File: src/rtl/adc_res_pkg.sv
package adc_res_pkg;
  typedef enum logic [1:0] {
    FMT_LEFT  = 2'b00,
    FMT_RIGHT = 2'b01,
    FMT_SLEFT = 2'b10,
    FMT_TRUNC = 2'b11
  } fmt_e;
endpackage

File: src/rtl/adc_res_format.sv
module adc_res_format
  import adc_res_pkg::*;
#(
  parameter int RES_W  = 10,
  parameter int BYTE_W = 8
) (
  input  logic [RES_W-1:0]  res,
  input  logic [1:0]        fmt,
  output logic [BYTE_W-1:0] hi_fmt,
  output logic [BYTE_W-1:0] lo_fmt
);
  localparam int PAD = 2*BYTE_W - RES_W;
  localparam logic [RES_W-1:0] SIGN_MASK = {1'b1, {(RES_W-1){1'b0}}};

  logic [2*BYTE_W-1:0] word;
  logic [RES_W-1:0]    flipped;

  assign flipped = res ^ SIGN_MASK;

  always_comb begin
    word = '0;
    unique case (fmt_e'(fmt))
      FMT_LEFT:  word = {res, {PAD{1'b0}}};
      FMT_RIGHT: word = {{PAD{1'b0}}, res};
      FMT_SLEFT: word = {flipped, {PAD{1'b0}}};
      FMT_TRUNC: word = {{BYTE_W{1'b0}}, res[RES_W-1 -: BYTE_W]};
      default:   word = '0;
    endcase
  end

  assign hi_fmt = word[2*BYTE_W-1 -: BYTE_W];
  assign lo_fmt = word[BYTE_W-1:0];
endmodule

File: src/rtl/adc_res_seq.sv
module adc_res_seq (
  input  logic clk,
  input  logic rst_n,
  input  logic ctl_wr,
  input  logic ctl_cont,
  input  logic res_valid,
  output logic busy
);
  logic busy_q, cont_q;

  always_ff @(posedge clk or negedge rst_n) begin
    if (!rst_n) begin
      busy_q <= 1'b0;
      cont_q <= 1'b0;
    end else if (ctl_wr) begin
      busy_q <= 1'b1;
      cont_q <= ctl_cont;
    end else if (busy_q && res_valid && !cont_q) begin
      busy_q <= 1'b0;
    end
  end

  assign busy = busy_q;


  single_done_chk: assert property (@(posedge clk) disable iff (!rst_n)
    busy_q && res_valid && !cont_q && !ctl_wr |=> !busy_q);

  start_chk: assert property (@(posedge clk) disable iff (!rst_n)
    ctl_wr |=> busy_q);
endmodule

File: src/rtl/adc_res_bank.sv
module adc_res_bank #(
  parameter int BYTE_W = 8
) (
  input  logic              clk,
  input  logic              rst_n,
  input  logic              xfer,
  input  logic              trunc,
  input  logic [BYTE_W-1:0] hi_fmt,
  input  logic [BYTE_W-1:0] lo_fmt,
  input  logic              rd_hi,
  input  logic              rd_lo,
  input  logic              ctl_wr,
  output logic [BYTE_W-1:0] hi_q,
  output logic [BYTE_W-1:0] lo_q,
  output logic              flag
);
  logic lock_q, store, clr;

  assign store = xfer && !lock_q;
  assign clr   = ctl_wr || rd_hi || rd_lo;

  always_ff @(posedge clk or negedge rst_n) begin
    if (!rst_n) begin
      hi_q <= '0;
      lo_q <= '0;
    end else if (store) begin
      hi_q <= hi_fmt;
      lo_q <= lo_fmt;
    end
  end

  always_ff @(posedge clk or negedge rst_n) begin
    if (!rst_n)                lock_q <= 1'b0;
    else if (rd_lo)            lock_q <= 1'b0;
    else if (rd_hi && !trunc)  lock_q <= 1'b1;
  end

  always_ff @(posedge clk or negedge rst_n) begin
    if (!rst_n)      flag <= 1'b0;
    else if (store)  flag <= 1'b1;
    else if (clr)    flag <= 1'b0;
  end


  lock_hold_chk: assert property (@(posedge clk) disable iff (!rst_n)
    lock_q && xfer |=> $stable(hi_q) && $stable(lo_q));

  flag_set_chk: assert property (@(posedge clk) disable iff (!rst_n)
    store |=> flag);

  flag_clr_chk: assert property (@(posedge clk) disable iff (!rst_n)
    clr && !store |=> !flag);

  trunc_hi_chk: assert property (@(posedge clk) disable iff (!rst_n)
    store && trunc |=> hi_q == '0);
endmodule

File: src/rtl/adc_result_regs.sv
module adc_result_regs
  import adc_res_pkg::*;
#(
  parameter int RES_W  = 10,
  parameter int BYTE_W = 8
) (
  input  logic              clk,
  input  logic              rst_n,
  input  logic              res_valid,
  output logic              res_ready,
  input  logic [RES_W-1:0]  res_data,
  input  logic [1:0]        fmt_sel,
  input  logic              ctl_wr,
  input  logic              ctl_cont,
  input  logic              rd_hi,
  input  logic              rd_lo,
  output logic [BYTE_W-1:0] rd_data,
  output logic              done_flag
);
  logic [BYTE_W-1:0] hi_fmt, lo_fmt, hi_q, lo_q;
  logic busy, xfer, trunc;

  assign xfer  = res_valid && busy;
  assign trunc = (fmt_e'(fmt_sel) == FMT_TRUNC);

  adc_res_seq u_seq (
    .clk(clk), .rst_n(rst_n), .ctl_wr(ctl_wr), .ctl_cont(ctl_cont),
    .res_valid(res_valid), .busy(busy)
  );

  adc_res_format #(.RES_W(RES_W), .BYTE_W(BYTE_W)) u_fmt (
    .res(res_data), .fmt(fmt_sel), .hi_fmt(hi_fmt), .lo_fmt(lo_fmt)
  );

  adc_res_bank #(.BYTE_W(BYTE_W)) u_bank (
    .clk(clk), .rst_n(rst_n), .xfer(xfer), .trunc(trunc),
    .hi_fmt(hi_fmt), .lo_fmt(lo_fmt), .rd_hi(rd_hi), .rd_lo(rd_lo),
    .ctl_wr(ctl_wr), .hi_q(hi_q), .lo_q(lo_q), .flag(done_flag)
  );

  assign res_ready = busy;
  assign rd_data   = rd_hi ? hi_q : (rd_lo ? lo_q : '0);
endmodule

File: config.mk
export PLATFORM = sky130hd
export DESIGN_NAME = adc_result_regs
export DESIGN_NICKNAME = d
export VERILOG_FILES = /design/src/rtl/adc_res_pkg.sv /design/src/rtl/adc_res_format.sv /design/src/rtl/adc_res_seq.sv /design/src/rtl/adc_res_bank.sv /design/src/rtl/adc_result_regs.sv
export SDC_FILE = /design/constraint.sdc
export NUM_CORES = 1
export LEC_CHECK = 0
export BUFFER_PORTS_ARGS = -buffer_cell sky130_fd_sc_hd__buf_2
export CAP_MARGIN = 20
export CORE_ASPECT_RATIO = 0.6
export CORE_MARGIN = 2
export CORE_UTILIZATION = 47
export DETAILED_ROUTE_END_ITERATION = 6
export HOLD_SLACK_MARGIN = 0.08
export PLACE_DENSITY = 0.78
export SYNTH_ARGS = -nofsm -noshare
export SYNTH_HDL_FRONTEND = slang
export SYNTH_HIERARCHICAL = 1
export SYNTH_SLANG_ARGS = --single-unit
File: constraint.sdc
create_clock -name clk -period 1.5 [get_ports clk]
set_clock_uncertainty 0.15 [all_clocks]
set_input_delay 0.225 -clock clk [delete_from_list [all_inputs] [get_ports clk]]
set_output_delay 0.225 -clock clk [all_outputs]
set_load 0.005 [all_outputs]
* Word-level counts from Yosys, hierarchy flattened
Index checks and enable logic that the tools add are counted.
** Word-level totals
- Input port bits :: 19
- Output and inout bits :: 10
- Word-level logic and storage cells :: 32
- Register bits after elaboration :: 20
** Cells by class
- Reductions and logical operators :: 13
- Eq/ne operators :: 3
- Bitwise gates (word level) :: 1
- Mux-type cells :: 9
** Operators with widths (number)
- $pmux 16 s4 :: 1
- $mux 8 :: 2
- $mux 1 :: 6
- $reduce_bool 2->1 :: 3
- $eq 2x2->1 const B :: 2
- $logic_and 1x1->1 :: 4
- $logic_not 1->1 :: 3
- $eq 2x1->1 const B :: 1
- $logic_not 2->1 :: 1
- $logic_or 1x1->1 :: 2
- $not 1->1 :: 1

* Longest topological paths before layout
- Word-level depth :: 5
- Mapped depth :: 5
- Gate-level depth less buffers :: 3

* Hierarchy
Netlist, hierarchy kept.
** Modules (own cells, without submodules)
- adc_res_bank :: instances 1, cells each 42, seq. area each 450.4 sq um, area an instance 723.2 sq um
- adc_res_format :: instances 1, cells each 34, seq. area each 0.0 sq um, area an instance 231.5 sq um
- adc_result_regs :: instances 1, cells each 16, seq. area each 0.0 sq um, area an instance 115.1 sq um
- adc_res_seq :: instances 1, cells each 5, seq. area each 50.0 sq um, area an instance 78.8 sq um

* Least setup slack after synthesis
OpenSTA, ideal clock, no wires.
- Kind :: register -> register
- From :: register u_seq.busy_q (netlist: u_seq/busy)
- To :: register u_bank.hi_q[4]
- Path buffers :: 2
- Required time :: 1.225 ns
- Clock period less this slack :: 1.473 ns
- Path slack :: 0.027 ns
- Setup time :: 0.125 ns
- Stages on the path, launching flop included :: 6
- Arrival time :: 1.198 ns
- Path through :: dfrtp_1 > and2_1 > nor2b_1 > buf_6 > buf_6 > mux2_4
** On the way
- Word-level cells in the longest chain between the ends :: 2
** RTL lines
- start, declared :: line adc_res_seq.sv:9 : logic busy_q, cont_q;
- start signal, assigned :: line adc_res_seq.sv:13 : busy_q <= 1'b0;
- start signal, assigned :: line adc_res_seq.sv:16 : busy_q <= 1'b1;
- start signal, assigned :: line adc_res_seq.sv:19 : busy_q <= 1'b0;
- $logic_and 1x1->1 :: line adc_result_regs.sv:23 : assign xfer = res_valid && busy;
- via xfer :: line adc_result_regs.sv:21 : logic busy, xfer, trunc;
- $logic_and 1x1->1 :: line adc_res_bank.sv:19 : assign store = xfer && !lock_q;
- end signal, assigned :: line adc_res_bank.sv:27 : hi_q <= hi_fmt;
- end, declared :: line adc_res_bank.sv:13 : output logic [BYTE_W-1:0] hi_q,
The timed path passes the listed nets, and every way through them passes these cells.
A chain may end at the register's enable or synchronous reset.

* Worst setup path in the final report
- From :: register u_seq.busy_q (netlist: u_seq/busy)
- To :: register u_bank.lo_q[0]
** On the way
- Word-level cells in the longest chain between the ends :: 2
** RTL lines
- $logic_and 1x1->1 :: line adc_result_regs.sv:23
- via xfer :: line adc_result_regs.sv:21
- $logic_and 1x1->1 :: line adc_res_bank.sv:19
- end signal, assigned :: line adc_res_bank.sv:28 : lo_q <= lo_fmt;
- end, declared :: line adc_res_bank.sv:14 : output logic [BYTE_W-1:0] lo_q,
The timed path passes the listed nets, and every way through them passes these cells.

==> out/metrics.csv <==
metric,value,unit
outcome,"finished, violations left",
violations,negative setup slack,
ant_nets,0,
timing_max_transition_violations_final,0,
cp.arrival,1.51,ns
io_buffers,28,
r2r_end,u_bank/lo_q[0]$_DFFE_PN0P_,
gp_congestion,0.7531,
rows,13,
ios,29,
final_nets,149,
drtIter0Drc,52,
timing.final.crit_period,1.514,ns
wl_per_cell,14.94,um
fin_util,64.10,%
slew_headroom,70.23,%
dpl-instance-area,0.001292,mm2
final-hold-violation-count,0,
finalInstanceArea,0.001439,mm2
syn_area,0.001149,mm2
antenna_found_initial,0,
synth_area_per_cell,11.84,um2
rr_startpoint,u_seq/busy$_DFFE_PN0P_,
fp.dieH,42.29,um
clock_tree.htree_level_count,1,
vias_per_cell,5.113,
cts_tree,built,
startpoint,u_seq/busy$_DFFE_PN0P_,
numCtsBuffers,3,
synthDistinctLibCells,22,
drt-pass1-iter-count,4,
dpl.hpwl,1.608,mm
endpoint_kind,register,
swShare,23.58,%
fmax,0.6605,GHz
fp.dieW,67.82,um
fin_hold_ws,0.1258,ns
vias,813,
root_buffer,clkbuf_8,
r2r_cells,4,
wirelength,2.376,mm
p_int,1.206,mW
cp-start-kind,register,
worstPathRequired,1.49,ns
syn_to_final_growth,25.27,%
fin_crit_sh,100.9,%
rrSetupSlack,-0.01,ns
synth_seq_cells,20,
crit_type,register to register,
ir_worst_vdd,0.7726,mV
grt_pass1_vias,809,
pwr-share-comb,23.0,%
yosysWarnings,6,
die-area,0.002868,mm2
power_density,1096,mW/mm2
start_util,51.17,%
overflow,0,
hp-class,input pin to register,
worst_slack,-0.01392,ns
clk_pin_slew,0.08,ns
crit_end,u_bank/lo_q[0]$_DFFE_PN0P_,
tightest_slew,0.4465,ns
clk_latency,0.26,ns
grt_usage,18.94,%
post_cts_buffers,0,
grt_first_pass_wirelength,3.933,mm
fin_total_pwr,1.578,mW
grt_max_degree,22,
p_switching,372.0,uW
drc,0,
clk_path_buf_depth,2,
p_seq_share,42.9,%
p_clk_share,34.0,%
syn_nets,116,
maxCapViolations,0,
core_area,0.002245,mm2
setup_viol,14,
cts_sinks,20,
rsz0062_at_grt,true,
layout_commonest_cell,buf_2,
dpl_worst_slack,-0.002888,ns
path_max_fanout,8,
syn_inst,97,
synth.yosys.seq_area_share,43.57,%
p_leak,0.7138,nW
drive_gt1_share,41.86,%
num_antenna_cells,0,
layout_common_cells,"buf_2 (28), dfrtp_1 (20), nor2b_1 (11), mux2_4 (10), mux2i_1 (8)",
-- synth_stat cells --
cell type / instances / area [um2]
mux2_2: 7 / 78.83
dfrtp_1: 20 / 500.5
mux2_4: 10 / 150.1
a21o_1: 1 / 7.510
nand2b_1: 2 / 12.51
nor2b_1: 12 / 75.07
inv_1: 3 / 11.26
xnor2_1: 1 / 8.760
buf_2: 1 / 5.000
and2_1: 2 / 12.51
a22o_1: 6 / 52.55
nor4b_1: 1 / 8.760
nor2_1: 3 / 11.26
nand2_1: 4 / 15.01
nand3b_1: 2 / 15.01
a21oi_1: 3 / 15.01
o21ai_0: 4 / 20.02
mux2i_1: 8 / 80.08
clkbuf_1: 1 / 3.750
or2_1: 1 / 6.260
buf_6: 4 / 45.04
nor2b_4: 1 / 13.76
-- critical path, stage by stage, from the launching register on --
cell	delay, ns
dfrtp_1	0.40
and2_4	0.16
nor2b_4	0.20
clkbuf_16	0.19
mux2_4	0.29
-- power by group through the flow --
stage | Combinational (mW) | Clock (mW) | Sequential (mW)
2_1_floorplan | 0.237 | 0 | 0.670
3_3_place_gp | 0.328 | 0 | 0.679
3_5_place_dp | 0.336 | 0 | 0.685
4_1_cts | 0.347 | 0.548 | 0.675
5_1_grt | 0.396 | 0.582 | 0.689
6_report | 0.364 | 0.537 | 0.677
-- how the worst min path moves through the flow --
| stage | from | to | slack (ns) | cells after the start |
|---|---|---|---|---|
| after floorplan | rst_n | u_bank/flag$_DFFE_PN0P_ | -0.22 | 0 |
| after global placement | rst_n | u_bank/lo_q[1]$_DFFE_PN0P_ | 0.04 | 1 |
| after detailed placement | rst_n | u_bank/hi_q[3]$_DFFE_PN0P_ | 0.05 | 1 |
| after CTS | res_valid | u_seq/busy$_DFFE_PN0P_ | 0.10 | 3 |
| after global routing | res_valid | u_seq/busy$_DFFE_PN0P_ | 0.11 | 3 |
| final | res_valid | u_seq/busy$_DFFE_PN0P_ | 0.13 | 3 |
-- per-stage QoR --
step           cells   TNS (ns)
2_1_floorplan     97          0
3_3_place_gp     150          0
3_5_place_dp     150  -0.002888
4_1_cts          158          0
5_1_grt          159    -0.3656
6_report         159   -0.07423
-- kinds of logic after synthesis --
group                     count (synthesis)  share of synthesized area [%]
muxes                                    25                          26.91
and+or+nand+nor                          28                          14.81
DFF                                      20                          43.57
buffers and inverters                     9                          5.663
AOI/OAI and AO/OA                        14                          8.279
xor gates and xnor gates                  1                         0.7627
-- flip-flops by register name (all words and copies together), names as in the netlist --
| name | cells |
|---|---|
| u_seq/cont_q | 1 |
| u_bank/lock_q | 1 |
| u_bank/hi_q | 8 |
| u_bank/flag | 1 |
| u_bank/lo_q | 8 |
| u_seq/busy | 1 |
-- layer usage --
metal	GRT usage [%]	vias to the layer above	routed length (um)
li1	-	399	-
met1	26.83	381	1120
met5	0	-	0
met3	6.183	6	143
met4	7.200	0	46
met2	26.67	27	1066
-- repair_timing --
item                                   4_1_cts  5_1_grt
gates cloned                                 0        1
endpoints found under the hold margin       23        0
resized for setup                            1        2
setup endpoints to repair                    7       15
hold buffers                                 4        0
-- layout make-up --
type / count / area (um2)
clock buffers: 3 / 41.29
fillers: 173 / 805.8
repair buffers: 34 / 225.2
well taps: 30 / 37.54
multi-input cells: 68 / 593.1
clock inverters: 1 / 30.03
flip-flops and latches: 20 / 500.5
inverters: 3 / 11.26
(Power assumes the default switching activity.)
